===== src/rtl/npc_pkg.sv =====
package npc_pkg;
  localparam int XLEN = 32;
  localparam int REG_W = 5;

  localparam logic [5:0] OP_SPECIAL = 6'd0;
  localparam logic [5:0] OP_REGIMM  = 6'd1;
  localparam logic [5:0] OP_JMP     = 6'd2;
  localparam logic [5:0] OP_JMPL    = 6'd3;
  localparam logic [5:0] OP_BR_EQ   = 6'd4;
  localparam logic [5:0] OP_BR_NE   = 6'd5;
  localparam logic [5:0] OP_BR_LEZ  = 6'd6;
  localparam logic [5:0] OP_BR_GTZ  = 6'd7;

  localparam logic [5:0] FN_RJMP    = 6'd8;
  localparam logic [5:0] FN_RJMPL   = 6'd9;

  localparam logic [4:0] RI_LTZ     = 5'd0;
  localparam logic [4:0] RI_GEZ     = 5'd1;
  localparam logic [4:0] RI_LTZL    = 5'd16;
  localparam logic [4:0] RI_GEZL    = 5'd17;

  localparam logic [4:0] LINK_REG   = 5'd31;

  typedef enum logic [1:0] {
    SRC_SEQ    = 2'd0,
    SRC_BRANCH = 2'd1,
    SRC_REGION = 2'd2,
    SRC_REG    = 2'd3
  } src_e;

  typedef enum logic [2:0] {
    C_NEVER, C_EQ, C_NE, C_LEZ, C_GTZ, C_LTZ, C_GEZ, C_ALWAYS
  } cond_e;
endpackage


===== src/rtl/npc_decode.sv =====
module npc_decode
  import npc_pkg::*;
(
  input  logic [5:0]       opcode_i,
  input  logic [4:0]       rt_i,
  input  logic [4:0]       rd_i,
  input  logic [5:0]       funct_i,
  output cond_e            cond_o,
  output src_e             kind_o,
  output logic             link_en_o,
  output logic [REG_W-1:0] link_idx_o
);
  always_comb begin
    cond_o     = C_NEVER;
    kind_o     = SRC_SEQ;
    link_en_o  = 1'b0;
    link_idx_o = '0;
    case (opcode_i)
      OP_SPECIAL: begin
        if (funct_i == FN_RJMP || funct_i == FN_RJMPL) begin
          cond_o = C_ALWAYS;
          kind_o = SRC_REG;
          // register 0 is never written
          if (funct_i == FN_RJMPL && rd_i != '0) begin
            link_en_o  = 1'b1;
            link_idx_o = rd_i;
          end
        end
      end
      OP_REGIMM: begin
        kind_o = SRC_BRANCH;
        case (rt_i)
          RI_LTZ:  cond_o = C_LTZ;
          RI_GEZ:  cond_o = C_GEZ;
          RI_LTZL: begin cond_o = C_LTZ; link_en_o = 1'b1; link_idx_o = LINK_REG; end
          RI_GEZL: begin cond_o = C_GEZ; link_en_o = 1'b1; link_idx_o = LINK_REG; end
          default: begin cond_o = C_NEVER; kind_o = SRC_SEQ; end
        endcase
      end
      OP_JMP:    begin cond_o = C_ALWAYS; kind_o = SRC_REGION; end
      OP_JMPL: begin
        cond_o     = C_ALWAYS;
        kind_o     = SRC_REGION;
        link_en_o  = 1'b1;
        link_idx_o = LINK_REG;
      end
      OP_BR_EQ:  begin cond_o = C_EQ;  kind_o = SRC_BRANCH; end
      OP_BR_NE:  begin cond_o = C_NE;  kind_o = SRC_BRANCH; end
      OP_BR_LEZ: begin cond_o = C_LEZ; kind_o = SRC_BRANCH; end
      OP_BR_GTZ: begin cond_o = C_GTZ; kind_o = SRC_BRANCH; end
      default: ;
    endcase
  end
endmodule


===== src/rtl/npc_cond.sv =====
module npc_cond
  import npc_pkg::*;
(
  input  cond_e            cond_i,
  input  logic [XLEN-1:0]  rs_i,
  input  logic [XLEN-1:0]  rt_i,
  output logic             pass_o
);
  logic neg, zero, same;
  assign neg  = rs_i[XLEN-1];
  assign zero = (rs_i == '0);
  assign same = (rs_i == rt_i);

  always_comb begin
    case (cond_i)
      C_EQ:     pass_o = same;
      C_NE:     pass_o = !same;
      C_LEZ:    pass_o = neg | zero;
      C_GTZ:    pass_o = !neg & !zero;
      C_LTZ:    pass_o = neg;
      C_GEZ:    pass_o = !neg;
      C_ALWAYS: pass_o = 1'b1;
      default:  pass_o = 1'b0;
    endcase
  end
endmodule


===== src/rtl/npc_target.sv =====
module npc_target
  import npc_pkg::*;
#(
  parameter int OFF_W = 16,
  parameter int IDX_W = 26
) (
  input  logic [XLEN-1:0]  pc_i,
  input  logic [OFF_W-1:0] offset_i,
  input  logic [IDX_W-1:0] index_i,
  output logic [XLEN-1:0]  seq_o,
  output logic [XLEN-1:0]  branch_o,
  output logic [XLEN-1:0]  region_o,
  output logic [XLEN-1:0]  ret_o
);
  localparam int EXT_W = XLEN - OFF_W - 2;
  localparam int HI_W  = XLEN - IDX_W - 2;

  logic [XLEN-1:0] off_bytes;
  assign off_bytes = {{EXT_W{offset_i[OFF_W-1]}}, offset_i, 2'b00};
  assign seq_o     = pc_i + XLEN'(4);
  assign ret_o     = pc_i + XLEN'(8);
  // both targets are relative to the delay-slot address
  assign branch_o  = seq_o + off_bytes;
  assign region_o  = {seq_o[XLEN-1 -: HI_W], index_i, 2'b00};
endmodule


===== src/rtl/npc_resolver.sv =====
module npc_resolver
  import npc_pkg::*;
#(
  parameter logic [31:0] RESET_VEC = 32'hBFC0_0000
) (
  input  logic        clk_i,
  input  logic        rst_ni,
  input  logic [31:0] pc_i,
  input  logic [5:0]  opcode_i,
  input  logic [4:0]  rt_i,
  input  logic [4:0]  rd_i,
  input  logic [5:0]  funct_i,
  input  logic [15:0] offset_i,
  input  logic [25:0] target_i,
  input  logic [31:0] rs_val_i,
  input  logic [31:0] rt_val_i,
  output logic [31:0] next_pc_o,
  output logic [1:0]  src_sel_o,
  output logic        link_we_o,
  output logic [4:0]  link_idx_o,
  output logic [31:0] link_val_o,
  output logic        halt_o
);
  cond_e           cond;
  src_e            kind, src;
  logic            pass, link_en;
  logic [4:0]      link_idx;
  logic [31:0]     seq, br_tgt, rg_tgt, ret, chosen;

  logic            boot_q, pend_q, pend_reg_q;
  logic [31:0]     pend_tgt_q;

  npc_decode u_dec (
    .opcode_i, .rt_i, .rd_i, .funct_i,
    .cond_o(cond), .kind_o(kind), .link_en_o(link_en), .link_idx_o(link_idx)
  );

  npc_cond u_cond (.cond_i(cond), .rs_i(rs_val_i), .rt_i(rt_val_i), .pass_o(pass));

  npc_target #(.OFF_W(16), .IDX_W(26)) u_tgt (
    .pc_i, .offset_i, .index_i(target_i),
    .seq_o(seq), .branch_o(br_tgt), .region_o(rg_tgt), .ret_o(ret)
  );

  assign src = (pass && !boot_q) ? kind : SRC_SEQ;

  always_comb begin
    case (src)
      SRC_BRANCH: chosen = br_tgt;
      SRC_REGION: chosen = rg_tgt;
      SRC_REG:    chosen = rs_val_i;
      default:    chosen = seq;
    endcase
  end

  always_ff @(posedge clk_i or negedge rst_ni) begin
    if (!rst_ni) begin
      boot_q     <= 1'b1;
      pend_q     <= 1'b0;
      pend_reg_q <= 1'b0;
      pend_tgt_q <= '0;
    end else begin
      boot_q     <= 1'b0;
      pend_q     <= (src != SRC_SEQ);
      pend_reg_q <= (src == SRC_REG);
      pend_tgt_q <= chosen;
    end
  end

  assign next_pc_o  = boot_q ? RESET_VEC : (pend_q ? pend_tgt_q : seq);
  assign src_sel_o  = src;
  assign link_we_o  = link_en && !boot_q;
  assign link_idx_o = link_idx;
  assign link_val_o = ret;
  assign halt_o     = pend_q && pend_reg_q && (pend_tgt_q == '0);
endmodule


===== config.mk =====
export PLATFORM = sky130hd
export DESIGN_NAME = npc_resolver
export DESIGN_NICKNAME = d
export VERILOG_FILES = /design/src/rtl/npc_pkg.sv /design/src/rtl/npc_decode.sv /design/src/rtl/npc_cond.sv /design/src/rtl/npc_target.sv /design/src/rtl/npc_resolver.sv
export SDC_FILE = /design/constraint.sdc
export NUM_CORES = 1
export LEC_CHECK = 0
export BUFFER_PORTS_ARGS = -buffer_cell sky130_fd_sc_hd__buf_2
export CORE_MARGIN = 2
export CORE_UTILIZATION = 30
export CTS_BUF_LIST = sky130_fd_sc_hd__clkbuf_2
export DETAILED_ROUTE_END_ITERATION = 12
export SLEW_MARGIN = 10
export SYNTH_ARGS = -nofsm -noshare
export SYNTH_HDL_FRONTEND = slang
export SYNTH_HIERARCHICAL = 1
export SYNTH_SLANG_ARGS = --single-unit

===== constraint.sdc =====
create_clock -name clk_i -period 3.2 [get_ports clk_i]
set_input_delay 0.48 -clock clk_i [delete_from_list [all_inputs] [get_ports clk_i]]
set_output_delay 0.48 -clock clk_i [all_outputs]
set_load 0.03 [all_outputs]

* After elaboration in Yosys (flattened, before gate mapping)
Cells that the tools add are included.
W data, S select, Z words.
** Word-level totals
- Bits in registers :: 35
- Bits in latches :: 0
- Bits in writable memories :: 0
- Bits in read-only memories :: 0
- Input bits :: 162
- Output and inout port bits :: 73
- Logic and storage cells :: 73
- Memories kept :: 0
** Operators by class
- Add/sub/neg operators :: 3
- Multipliers :: 0
- Div/mod/pow operators :: 0
- Magnitude comparators :: 0
- Eq/ne operators :: 23
- Shift operators :: 0
- Muxes and demuxes :: 19
- Bitwise logic cells :: 2
- Reductions and logical operators :: 22
** Operators with widths (number)
- $pmux W32 S3 :: 1
- $logic_not A32 Y1 :: 2
- $mux W32 :: 2
- $add A32 B3 Y32 const B :: 1
- $add A32 B32 Y32 :: 1
- $add A32 B4 Y32 const B :: 1
- $eq A32 B32 Y1 :: 1
- $eq A6 B3 Y1 const B :: 4
- $pmux W3 S7 :: 1
- $mux W5 :: 3
- $pmux W5 S3 :: 1
- $eq A3 B3 Y1 const B :: 4
- $eq A6 B2 Y1 const B :: 2
- $eq A6 B4 Y1 const B :: 2
- $eq A5 B5 Y1 const B :: 2
- $pmux W2 S4 :: 1
- $reduce_or A2 Y1 :: 4
- $reduce_or A4 Y1 :: 2
- $pmux W1 S7 :: 1
- $eq A3 B2 Y1 const B :: 2
- $eq A6 B1 Y1 const B :: 1
- $logic_not A6 Y1 :: 1
- $pmux W3 S2 :: 1
- $eq A5 B1 Y1 const B :: 1
- 15 further kinds :: 27

* Logic depth before layout (Yosys ltp)
Gate-level depths: netlist of run 1.
- Depth in word-level cells :: 10
- Gate-level depth with buffers :: 20
- Depth with buffers taken out :: 19

* By module
The synthesis of run 1 kept the hierarchy.
** By module, submodules not included
- npc_target :: instances 1, cells an instance 406, area each 2925.3 um2, sequential area each 0.0 um2
- npc_resolver :: instances 1, cells an instance 244, area each 2811.4 um2, sequential area each 877.1 um2
- npc_cond :: instances 1, cells an instance 62, area each 506.7 um2, sequential area each 0.0 um2
- npc_decode :: instances 1, cells an instance 44, area each 290.3 um2, sequential area each 0.0 um2

* Least setup slack after synthesis of run 1
No wires, ideal clock.
- Path kind :: input to register
- Start point :: input pc_i[3]
- End point :: register pend_tgt_q[30]
- Library setup time :: 0.125 ns
- Arrival time :: 3.873 ns
- Data required time :: 3.075 ns
- Setup slack :: -0.798 ns
- Stages on the path :: 19
- Path buffers :: 1
- Path through :: ha_1 -> and3_4 -> nand3_2 -> nor3_4 -> nand3_4 -> nor3_1 -> nand2_1 -> xnor2_1 -> ha_1 -> clkbuf_1 -> a21oi_1 -> o21ai_0 -> nor3_1 -> o31ai_1 -> a31oi_1 -> or4_1 -> nand3_1 -> mux2_2 -> mux2_2
** Between the ends
- Cells in the longest elaborated chain, start to end :: 3
** RTL lines
- start: declaration :: line npc_resolver.sv:8 : input logic [31:0] pc_i,
- $add A32 B3 Y32 :: line npc_target.sv:20 : assign seq_o = pc_i + XLEN'(4);
- named net seq[21] :: line npc_resolver.sv:28 : logic [31:0] seq, br_tgt, rg_tgt, ret, chosen;
- $add A32 B32 Y32 :: line npc_target.sv:23 : assign branch_o = seq_o + off_bytes;
- named net br_tgt[30] :: line npc_resolver.sv:28
- $pmux W32 S3 :: line npc_resolver.sv:48 : case (src)
- named net chosen[30] :: line npc_resolver.sv:28
- end signal: assignment :: line npc_resolver.sv:66 : pend_tgt_q <= chosen;
- end: declaration :: line npc_resolver.sv:31 : logic [31:0] pend_tgt_q;
The timed path passes the listed nets, and every way through them passes these cells.

* Worst setup path after layout of run 1
- Start point :: input pc_i[4]
- End point :: register pend_tgt_q[30]
Same word-level chain as after synthesis.

==> flow_summary.json, run 1 <==
{
  "cts_sinks": 35,
  "row_count": 53,
  "drv_slew": 0,
  "path_class": "in2reg",
  "synth_xor_area_frac": 0.1540,
  "ys_types": 80,
  "yosysWarningCount": 6,
  "n_fill_cell": 2050,
  "ios": 235,
  "setup_viol": 7,
  "seq_area_um2": 878.3,
  "ys_async_sr_fraction": 1.000,
  "outcome": "finished, violations left",
  "max_stage_delay_ns": 0.33,
  "synth_compound_area_frac": 0.1333,
  "yosys.area.top_type": "dfrtp_1",
  "netlist_instances": 756,
  "drtIter0Drc": 267,
  "crit_chain": "buf_8 -> ha_4 -> and3_4 -> nand3_4 -> nor3_4 -> nand3_4 -> nor3_4 -> nand2_2 -> xnor2_4 -> ha_4 -> nand2_4 -> o21ai_2 -> nor3_1 -> o31ai_1 -> a31oi_2 -> o2111ai_1 -> nand3_1 -> mux2_4 -> mux2_4",
  "wl_per_cell_um": 18.08,
  "fp.dieH_um": 151.6,
  "grt_overflow": 0,
  "syn_area_um2": 6534,
  "cap_viol_max_count": 0,
  "synth_top_family_by_area": "simple AND/OR/NAND/NOR gates",
  "p_leak_nw": 4.707,
  "die_w_um": 151.6,
  "yosys.area_share.simple": 0.2145,
  "peakVddDrop_uv": 100.0,
  "first_pass_iters": 5,
  "antenna_found_initial": 2,
  "cts_buffers": 5,
  "io_buffers": 234,
  "ys_seq_area_frac": 0.1342,
  "maxSlewHeadroom": 0.4427,
  "critPathSlowestCell": "o31ai_1",
  "nNetsFinal": 1338,
  "place_inst": 1374,
  "mostFrequentLayoutCells": "227 x buf_2, 211 x buf_4, 61 x xor2_1, 60 x nor2_1, 49 x mux2_4",
  "initial_core_util": 0.3079,
  "cp_top_family": "simple AND/OR/NAND/NOR gates",
  "fin_skew_ns": 0.007208,
  "totalWireLength_um": 25630,
  "final-instance-count-excl-fill": 1418,
  "rsz0062_at_grt": "true",
  "cp.required_ns": 3.52,
  "hold_class": "in2async",
  "start_kind": "input pin",
  "drive_gt1_frac": 0.5890,
  "final_util": 0.4758,
  "coreArea_um2": 21220,
  "setup_ws_ns": -0.05575,
  "synth_area_per_cell_um2": 8.643,
  "clkLatencyLatePin_ns": 0.41,
  "worstSetupEndpointType": "register",
  "cts-htree-levels": 2,
  "die_area_um2": 22980,
  "violations": "negative setup slack",
  "grt_pass1_wl_um": 36930,
  "synth_edf_count": 0,
  "multiInputGateArea_um2": 5813,
  "p_per_area_nw_per_um2": 217.1,
  "pre_cts_ws_ns": -0.6560,
  "muxShareOfSynthArea": 0.2047,
  "drc": 0,
  "synth_top_cells_by_area": "dfrtp_1 13%, mux2_4 9.7%, xor2_1 9.1%",
  "ant_nets": 0,
  "viasPerCell": 4.863,
  "place_hpwl_um": 21400,
  "cp.arrival_ns": 3.58,
  "grt_start_max_net_pins": 42,
  "gp_routability_congestion": 0.9090,
  "mostFrequentLayoutCell": "buf_2",
  "critPathBufInv": 1,
  "clk_pin_slew_ns": 0.18,
  "ys_ff_latch": 35,
  "cts_hold_buf": 0,
  "timing.final.crit_share": 1.017,
  "fin_crit_ns": 3.256,
  "grt_pass1_vias": 6820,
  "cts_root_buffer": "clkbuf_2",
  "ys.flop_type": "dfrtp_1",
  "worst_slew_pin_slew_ns": 0.8360,
  "hold_viol": 0,
  "synth_top_area_share": 0.1302,
  "clock_path_buffers": 2,
  "crit_fanout": 5,
  "synth_adder_area_share": 0.07009,
  "fmax_ghz": 0.3071,
  "cts_tree": "done",
  "synthToLayoutAreaGrowth_pct": 54.52,
  "grt_usage": 0.2101,
  "routed-via-count": 6896
}
[cells by family after synthesis]
| group | after synthesis |
|---|---|
| AO/OA/AOI/OAI | 121 |
| AND/OR/NAND/NOR | 244 |
| flip-flops | 35 |
| buffers and inverters | 96 |
| adder cells (fa/ha/maj) | 36 |
| XOR/XNOR | 114 |
| other | 2 |
| multiplexers | 108 |
[sequential cells by signal (all words and copies together) (netlist names)]
name / count
boot_q: 1
pend_q: 1
pend_reg_q: 1
pend_tgt_q: 32
[cells in the mapped netlist (12+ instances only)]
cell and number:
mux2_4 42, nor3_1 12, clkbuf_1 16, nand2_1 46, inv_1 18, ha_1 35, nor4_1 17, nor2b_1 13
a21oi_1 26, o21ai_0 15, mux2i_1 29, nand3_1 23, nand4_1 17, nor2_1 68, mux2_2 35, dfrtp_1 34
xnor2_1 45, xor2_1 68, buf_4 41, a21o_1 12
[power by group]
part / switching, W / total (W) / internal (W)
Sequential: 0.0000215 / 0.000491 / 0.000470
Clock: 0.000160 / 0.000219 / 0.0000595
Combinational: 0.000737 / 0.00148 / 0.000744
Total: 0.000918 / 0.00219 / 0.00127
[stage by stage]
step	power, W	area [µm²]	TNS (ns)	hold slack [ns]
2_1_floorplan	0.001290	6807	-2.599	0.1844
3_3_place_gp	0.001812	9233	-9.106	0.6206
3_5_place_dp	0.001821	9233	-10.13	0.6193
4_1_cts	0.002098	9569	-0.07376	0.1292
5_1_grt	0.002339	10090	-1.418	0.1528
6_report	0.002192	10100	-0.2120	0.1393
[worst register-to-register path: stages (launching register included)]
cell and delay (ns):
dfstp_2 0.81, and3b_2 0.29, buf_4 0.15, buf_12 0.16, mux2_4 0.33, mux2_4 0.25
[layout make-up]
type / instances / area share
Multi-Input combinational cell: 626 / 0.5758
Timing Repair Buffer: 454 / 0.2920
Sequential cell: 35 / 0.08700
Tap cell: 275 / 0.03408
Inverter: 18 / 0.006692
Clock buffer: 7 / 0.003470
Clock inverter: 1 / 0.0004957
Antenna cell: 2 / 0.0004957
[final timing paths]
check,start,endpoint,slack (ns),depth (start not counted)
max,pc_i[4],pend_tgt_q[30],-0.06,19
min,rst_ni,pend_tgt_q[6],0.14,1
max reg2reg,boot_q,pend_tgt_q[3],1.12,5
min reg2reg,boot_q,pend_tgt_q[27],1.07,3
max in group asynchronous,rst_ni,pend_q,2.49,1
min in group clk_i,pc_i[1],pend_tgt_q[1],0.35,2
[routing by layer]
| metal | routed length (µm) | vias to the layer above | global-route usage |
|---|---|---|---|
| li1 | - | 3453 | - |
| met1 | 11460 | 3202 | 0.2781 |
| met2 | 12680 | 225 | 0.3760 |
| met3 | 1229 | 16 | 0.01796 |
| met4 | 269 | 0 | 0.03796 |
| met5 | 0 | - | 0 |
[repair_timing]
item                                    CTS  global route
endpoints found under the hold margin     0             0
endpoints found under the setup margin   14            17
setup buffers                            18            17
pin swaps                                26            27
resized for setup                        32            73
(Power assumes the default switching activity.)
==> run 2: changes to the inputs <==
==> constraint.sdc (replaced) <==
create_clock -name clk_i -period 3.2 [get_ports clk_i]
set_input_delay 0 -clock clk_i [delete_from_list [all_inputs] [get_ports clk_i]]
set_output_delay 0 -clock clk_i [all_outputs]
set_load 0.03 [all_outputs]
==> flow_summary.json, run 2 (synthesized netlist as in run 1, its figures left out) <==
{
  "outcome": "completed",
  "pre_cts_ws_ns": -0.2840,
  "hold_depth": 3,
  "clkLatencyLatePin_ns": 0.44,
  "worstSetupStartpoint": "pc_i[3]",
  "totalWireLength_um": 24270,
  "drive_gt1_frac": 0.4834,
  "p_comb_frac": 0.641,
  "fin_setup_tns_ns": 0,
  "placed_cell_area_um2": 8805,
  "synthToLayoutAreaGrowth_pct": 37.46,
  "mostFrequentLayoutCells": "234 x buf_2, 148 x buf_4, 68 x xor2_1, 67 x nor2_1, 45 x nand2_1",
  "die_area_um2": 22980,
  "switching_share": 0.4257,
  "drv_slew": 0,
  "cts_buffers": 5,
  "antenna_found_initial": 2,
  "p_per_area_nw_per_um2": 222.7,
  "grt_pass1_vias": 6555,
  "p_leak_nw": 4.199,
  "worst-r2r-setup-slack_ns": 1.04,
  "reg2reg_to": "pend_tgt_q[2]",
  "clkPwrFrac": 0.115,
  "n_fill_cell": 2155,
  "fin_skew_ns": 0.02350,
  "viasPerCell": 4.893,
  "fin_area_um2": 8981,
  "ant_nets": 0,
  "cts-htree-levels": 2,
  "grt_overflow": 0,
  "clock_path_buffers": 2,
  "hold_class": "in2reg",
  "cts_root_buffer": "clkbuf_2",
  "grt_start_max_net_pins": 36,
  "coreArea_um2": 21220,
  "mostFrequentLayoutCell": "buf_2",
  "worst_slew_pin_slew_ns": 0.8366,
  "cts_sinks": 35,
  "fmax_ghz": 0.3341,
  "final_util": 0.4232,
  "nNetsFinal": 1279,
  "drc": 0,
  "setup_ws_ns": 0.2067,
  "whs_ns": 0.02687,
  "largest_register_ffs": 32,
  "worstRegToRegCells": 5,
  "timing.final.crit_share": 0.9354,
  "place_hpwl_um": 21110,
  "start_kind": "input pin",
  "row_count": 53,
  "top_register": "pend_tgt_q",
  "internal_power_w": 0.001149,
  "wl_per_cell_um": 17.86,
  "fp.dieH_um": 151.6,
  "cap_viol_max_count": 0,
  "grt_pass1_wl_um": 35590,
  "fin_crit_ns": 2.993,
  "initial_core_util": 0.3079,
  "cp.required_ns": 3.52,
  "gp_routability_congestion": 0.8837,
  "rr_startpoint": "boot_q",
  "seq_area_um2": 878.3,
  "setup_viol": 0,
  "min_to": "pend_tgt_q[27]",
  "maxSlewHeadroom": 0.4423,
  "first_pass_iters": 4,
  "hold_start": "target_i[25]",
  "worstSetupEndpointType": "register",
  "crit_fanout": 6,
  "rsz0062_at_grt": "false",
  "cts_tree": "done",
  "grt_usage": 0.2025,
  "drtIter0Drc": 327,
  "clk_pin_slew_ns": 0.18,
  "io_buffers": 234,
  "hold_viol": 0,
  "power_switching_w": 0.0008515,
  "ios": 235,
  "peakVddDrop_uv": 114.0,
  "routed-via-count": 6649,
  "die_w_um": 151.6,
  "seq_power_share": 0.244,
  "multiInputGateArea_um2": 5201,
  "cp.arrival_ns": 3.31,
  "path_class": "in2reg"
}
## run 2: cell count changes in the layout (fill, tap and decap cells not counted), moves of 10 or more
cell	previous run	this run
buf_6	10	0
xnor2_1	30	42
ha_4	11	1
xnor2_2	14	4
nand2_1	35	45
ha_1	21	34
buf_4	211	148
dlygate4sd3_1	0	10
## run 2: power groups by stage
stage / combinational, W / clock, W / sequential, W
after floorplan: 0.000770 / 0 / 0.000488
after global placement: 0.00126 / 0 / 0.000495
after global routing: 0.00139 / 0.000257 / 0.000491
after detailed placement: 0.00127 / 0 / 0.000495
final: 0.00128 / 0.000229 / 0.000488
after CTS: 0.00128 / 0.000240 / 0.000488
## run 2: how the worst max path moves through the flow
stage / endpoint / slack (ns) / depth (start not counted)
after global routing: pend_tgt_q[28] / 0.01 / 19
after floorplan: pend_tgt_q[29] / 0.002 / 18
after detailed placement: pend_tgt_q[30] / -0.28 / 19
after CTS: pend_tgt_q[2] / 0.13 / 13
final: pend_tgt_q[29] / 0.21 / 19
after global placement: pend_tgt_q[24] / -0.22 / 18
## run 2: stage by stage
step	power, W	cells
after floorplan	0.001258	757
after global routing	0.002139	1359
after detailed placement	0.001764	1338
after CTS	0.002012	1356
final	0.002000	1359
after global placement	0.001756	1338
## run 2: cell type report
type / instances / area share
antenna: 2 / 0.0005573
clock buffer: 6 / 0.003344
clock inverter: 2 / 0.001393
inverter: 18 / 0.007523
multi-input combinational: 626 / 0.5791
sequential: 35 / 0.09780
tap: 275 / 0.03831
timing repair buffer: 395 / 0.2719
## run 2: layer usage
layer / global-route usage / vias to the layer above / wire length (µm)
li1: - / 3344 / -
met1: 0.2670 / 3041 / 10960
met2: 0.3480 / 243 / 11190
met3: 0.02365 / 21 / 1586
met4: 0.05926 / 0 / 529
met5: 0 / - / 0
## run 2: worst max-delay path, cell delays in order
cell	delay [ns]
buf_2	0.13
ha_4	0.14
and3_4	0.21
nand3_4	0.08
nor3_4	0.20
buf_4	0.15
nand2_1	0.05
xnor2_1	0.20
ha_1	0.35
nand2_1	0.12
o21ai_1	0.09
a31oi_1	0.22
nor2_1	0.08
a211oi_2	0.26
o221a_2	0.29
o21ai_1	0.08
xnor2_1	0.13
mux2_2	0.26
mux2_2	0.26
## run 2: what timing repair did
action | CTS | global route
hold buffers | 10 | 0
setup endpoints to repair | 0 | 5
endpoints found under the hold margin | 41 | 0
setup buffers | 0 | 1
resized for setup | 0 | 5
==> run 3: changes to the inputs <==
Settings changed: CELL_PAD_IN_SITES_DETAIL_PLACEMENT set to 0, CELL_PAD_IN_SITES_GLOBAL_PLACEMENT set to 1, GPL_ROUTABILITY_DRIVEN set to 0, PLACE_DENSITY_LB_ADDON set to 0.1.
==> flow_summary.json, run 3 (synthesized netlist as in run 1, its figures left out) <==
{
  "worstSetupEndpointType": "register",
  "fin_area_um2": 9010,
  "mostFrequentLayoutCells": "234 x buf_2, 149 x buf_4, 68 x xor2_1, 67 x nor2_1, 45 x nand2_1",
  "ios": 235,
  "first_pass_iters": 4,
  "crit_fanout": 4,
  "fp.dieH_um": 151.6,
  "setup_viol": 0,
  "grt_pass1_vias": 6483,
  "cp.required_ns": 3.56,
  "clock_path_buffers": 2,
  "internal_power_w": 0.001151,
  "die_w_um": 151.6,
  "grt_usage": 0.2066,
  "drive_gt1_frac": 0.4811,
  "fin_crit_ns": 2.982,
  "cts-htree-levels": 2,
  "totalWireLength_um": 24730,
  "power_switching_w": 0.0008401,
  "grt.met2_usage": 0.3572,
  "fin_skew_ns": 0.01314,
  "ant_nets": 0,
  "clk_pin_slew_ns": 0.20,
  "seq_power_share": 0.247,
  "path_class": "in2reg",
  "worstSetupStartpoint": "pc_i[3]",
  "wl_per_cell_um": 18.17,
  "antenna_found_initial": 1,
  "drv_slew": 0,
  "grt_start_max_net_pins": 42,
  "die_area_um2": 22980,
  "mostFrequentLayoutCell": "buf_2",
  "grt_overflow": 0,
  "rsz0062_at_grt": "false",
  "maxSlewHeadroom": 0.4355,
  "nNetsFinal": 1282,
  "largest_register_ffs": 32,
  "cts_tree": "done",
  "whs_ns": 0.04398,
  "io_buffers": 234,
  "row_count": 53,
  "worst_slew_pin_slew_ns": 0.8467,
  "synthToLayoutAreaGrowth_pct": 37.90,
  "cp.arrival_ns": 3.35,
  "clkPwrFrac": 0.109,
  "routed-via-count": 6541,
  "top_register": "pend_tgt_q",
  "cts_root_buffer": "clkbuf_2",
  "start_kind": "input pin",
  "grt_pass1_wl_um": 36100,
  "busiest_layer": "met2",
  "drc": 0,
  "place_hpwl_um": 21070,
  "hold_viol": 0,
  "outcome": "completed",
  "fmax_ghz": 0.3353,
  "drtIter0Drc": 255,
  "cts_buffers": 5,
  "viasPerCell": 4.806,
  "cts_setup_buffers": 0,
  "grt_use_met1": 0.2836,
  "hold_start": "rs_val_i[14]",
  "p_leak_nw": 4.208,
  "cap_viol_max_count": 0,
  "clkLatencyLatePin_ns": 0.40,
  "coreArea_um2": 21220,
  "timing.final.crit_share": 0.9320,
  "cts_sinks": 35,
  "rr_startpoint": "boot_q",
  "p_per_area_nw_per_um2": 221.0,
  "met3_usage": 0.02186,
  "p_total_w": 0.001991,
  "peakVddDrop_uv": 77.55,
  "p_comb_frac": 0.644,
  "initial_core_util": 0.3079,
  "switching_share": 0.4219,
  "placed_cell_area_um2": 8820,
  "hold_class": "in2reg"
}
## run 3: worst max-delay path: stages
cell     delay (ns)
buf_2          0.14
ha_4           0.14
and3_4         0.21
nand3_4        0.08
nor3_4         0.20
nand3_4        0.16
nor2_4         0.16
nand2_1        0.08
xnor2_1        0.23
ha_1           0.32
a21o_1         0.21
a21oi_1        0.23
o21ai_0        0.16
a21o_1         0.20
a22oi_1        0.13
o21ai_0        0.10
a41oi_1        0.27
mux2_2         0.20
mux2_2         0.13
## run 3: metrics by stage
step                instances  setup TNS [ns]    util  setup slack [ns]
floorplan                 757               0       -          0.001766
global placement         1340          -1.363  0.4156           -0.2086
detailed placement       1340          -1.792  0.4156           -0.2892
CTS                      1360               0  0.4231            0.1728
global route             1361               0  0.4246           0.01637
finish                   1361               0  0.4246            0.2177
## run 3: per-layer routing
| layer | routed length [µm] | part of all wire |
|---|---|---|
| met5 | 0 | 0 |
| met4 | 206 | 0.0083 |
| met3 | 1362 | 0.055 |
| met2 | 11440 | 0.46 |
| met1 | 11720 | 0.47 |
## run 3: path summary, 6_finish.rpt
| kind | endpoint | slack (ns) | cells past startpoint |
|---|---|---|---|
| min in group asynchronous | pend_tgt_q[5] | 0.21 | 2 |
| worst min register to register | pend_tgt_q[14] | 1.15 | 4 |
| worst max-delay path | pend_tgt_q[28] | 0.22 | 19 |
| worst max register to register | pend_tgt_q[1] | 1.29 | 4 |
| worst min-delay path | pend_tgt_q[14] | 0.04 | 3 |
| max in group asynchronous | pend_q | 2.39 | 2 |
## run 3: area by class of cell
class	instances	area (µm²)
Timing Repair Buffer	398	2470
Multi-Input combinational cell	626	5210
Clock buffer	6	30.03
Tap cell	275	344.1
Inverter	18	67.56
Sequential cell	35	878.3
Antenna cell	1	2.502
Fill cell	2215	12210
Clock inverter	2	7.507
## run 3: power by group through the flow
stage	Combinational (W)	Sequential, W	Clock, W
2_1_floorplan	0.000770	0.000488	0
3_3_place_gp	0.00127	0.000500	0
3_5_place_dp	0.00127	0.000500	0
4_1_cts	0.00129	0.000492	0.000231
5_1_grt	0.00139	0.000496	0.000244
6_report	0.00128	0.000492	0.000216
## run 3: what timing repair did
| item | 4_1_cts | 5_1_grt |
|---|---|---|
| hold endpoints to repair | 41 | 0 |
| setup endpoints to repair | 0 | 2 |
| hold buffers | 12 | 0 |
| gates resized for setup | 0 | 4 |
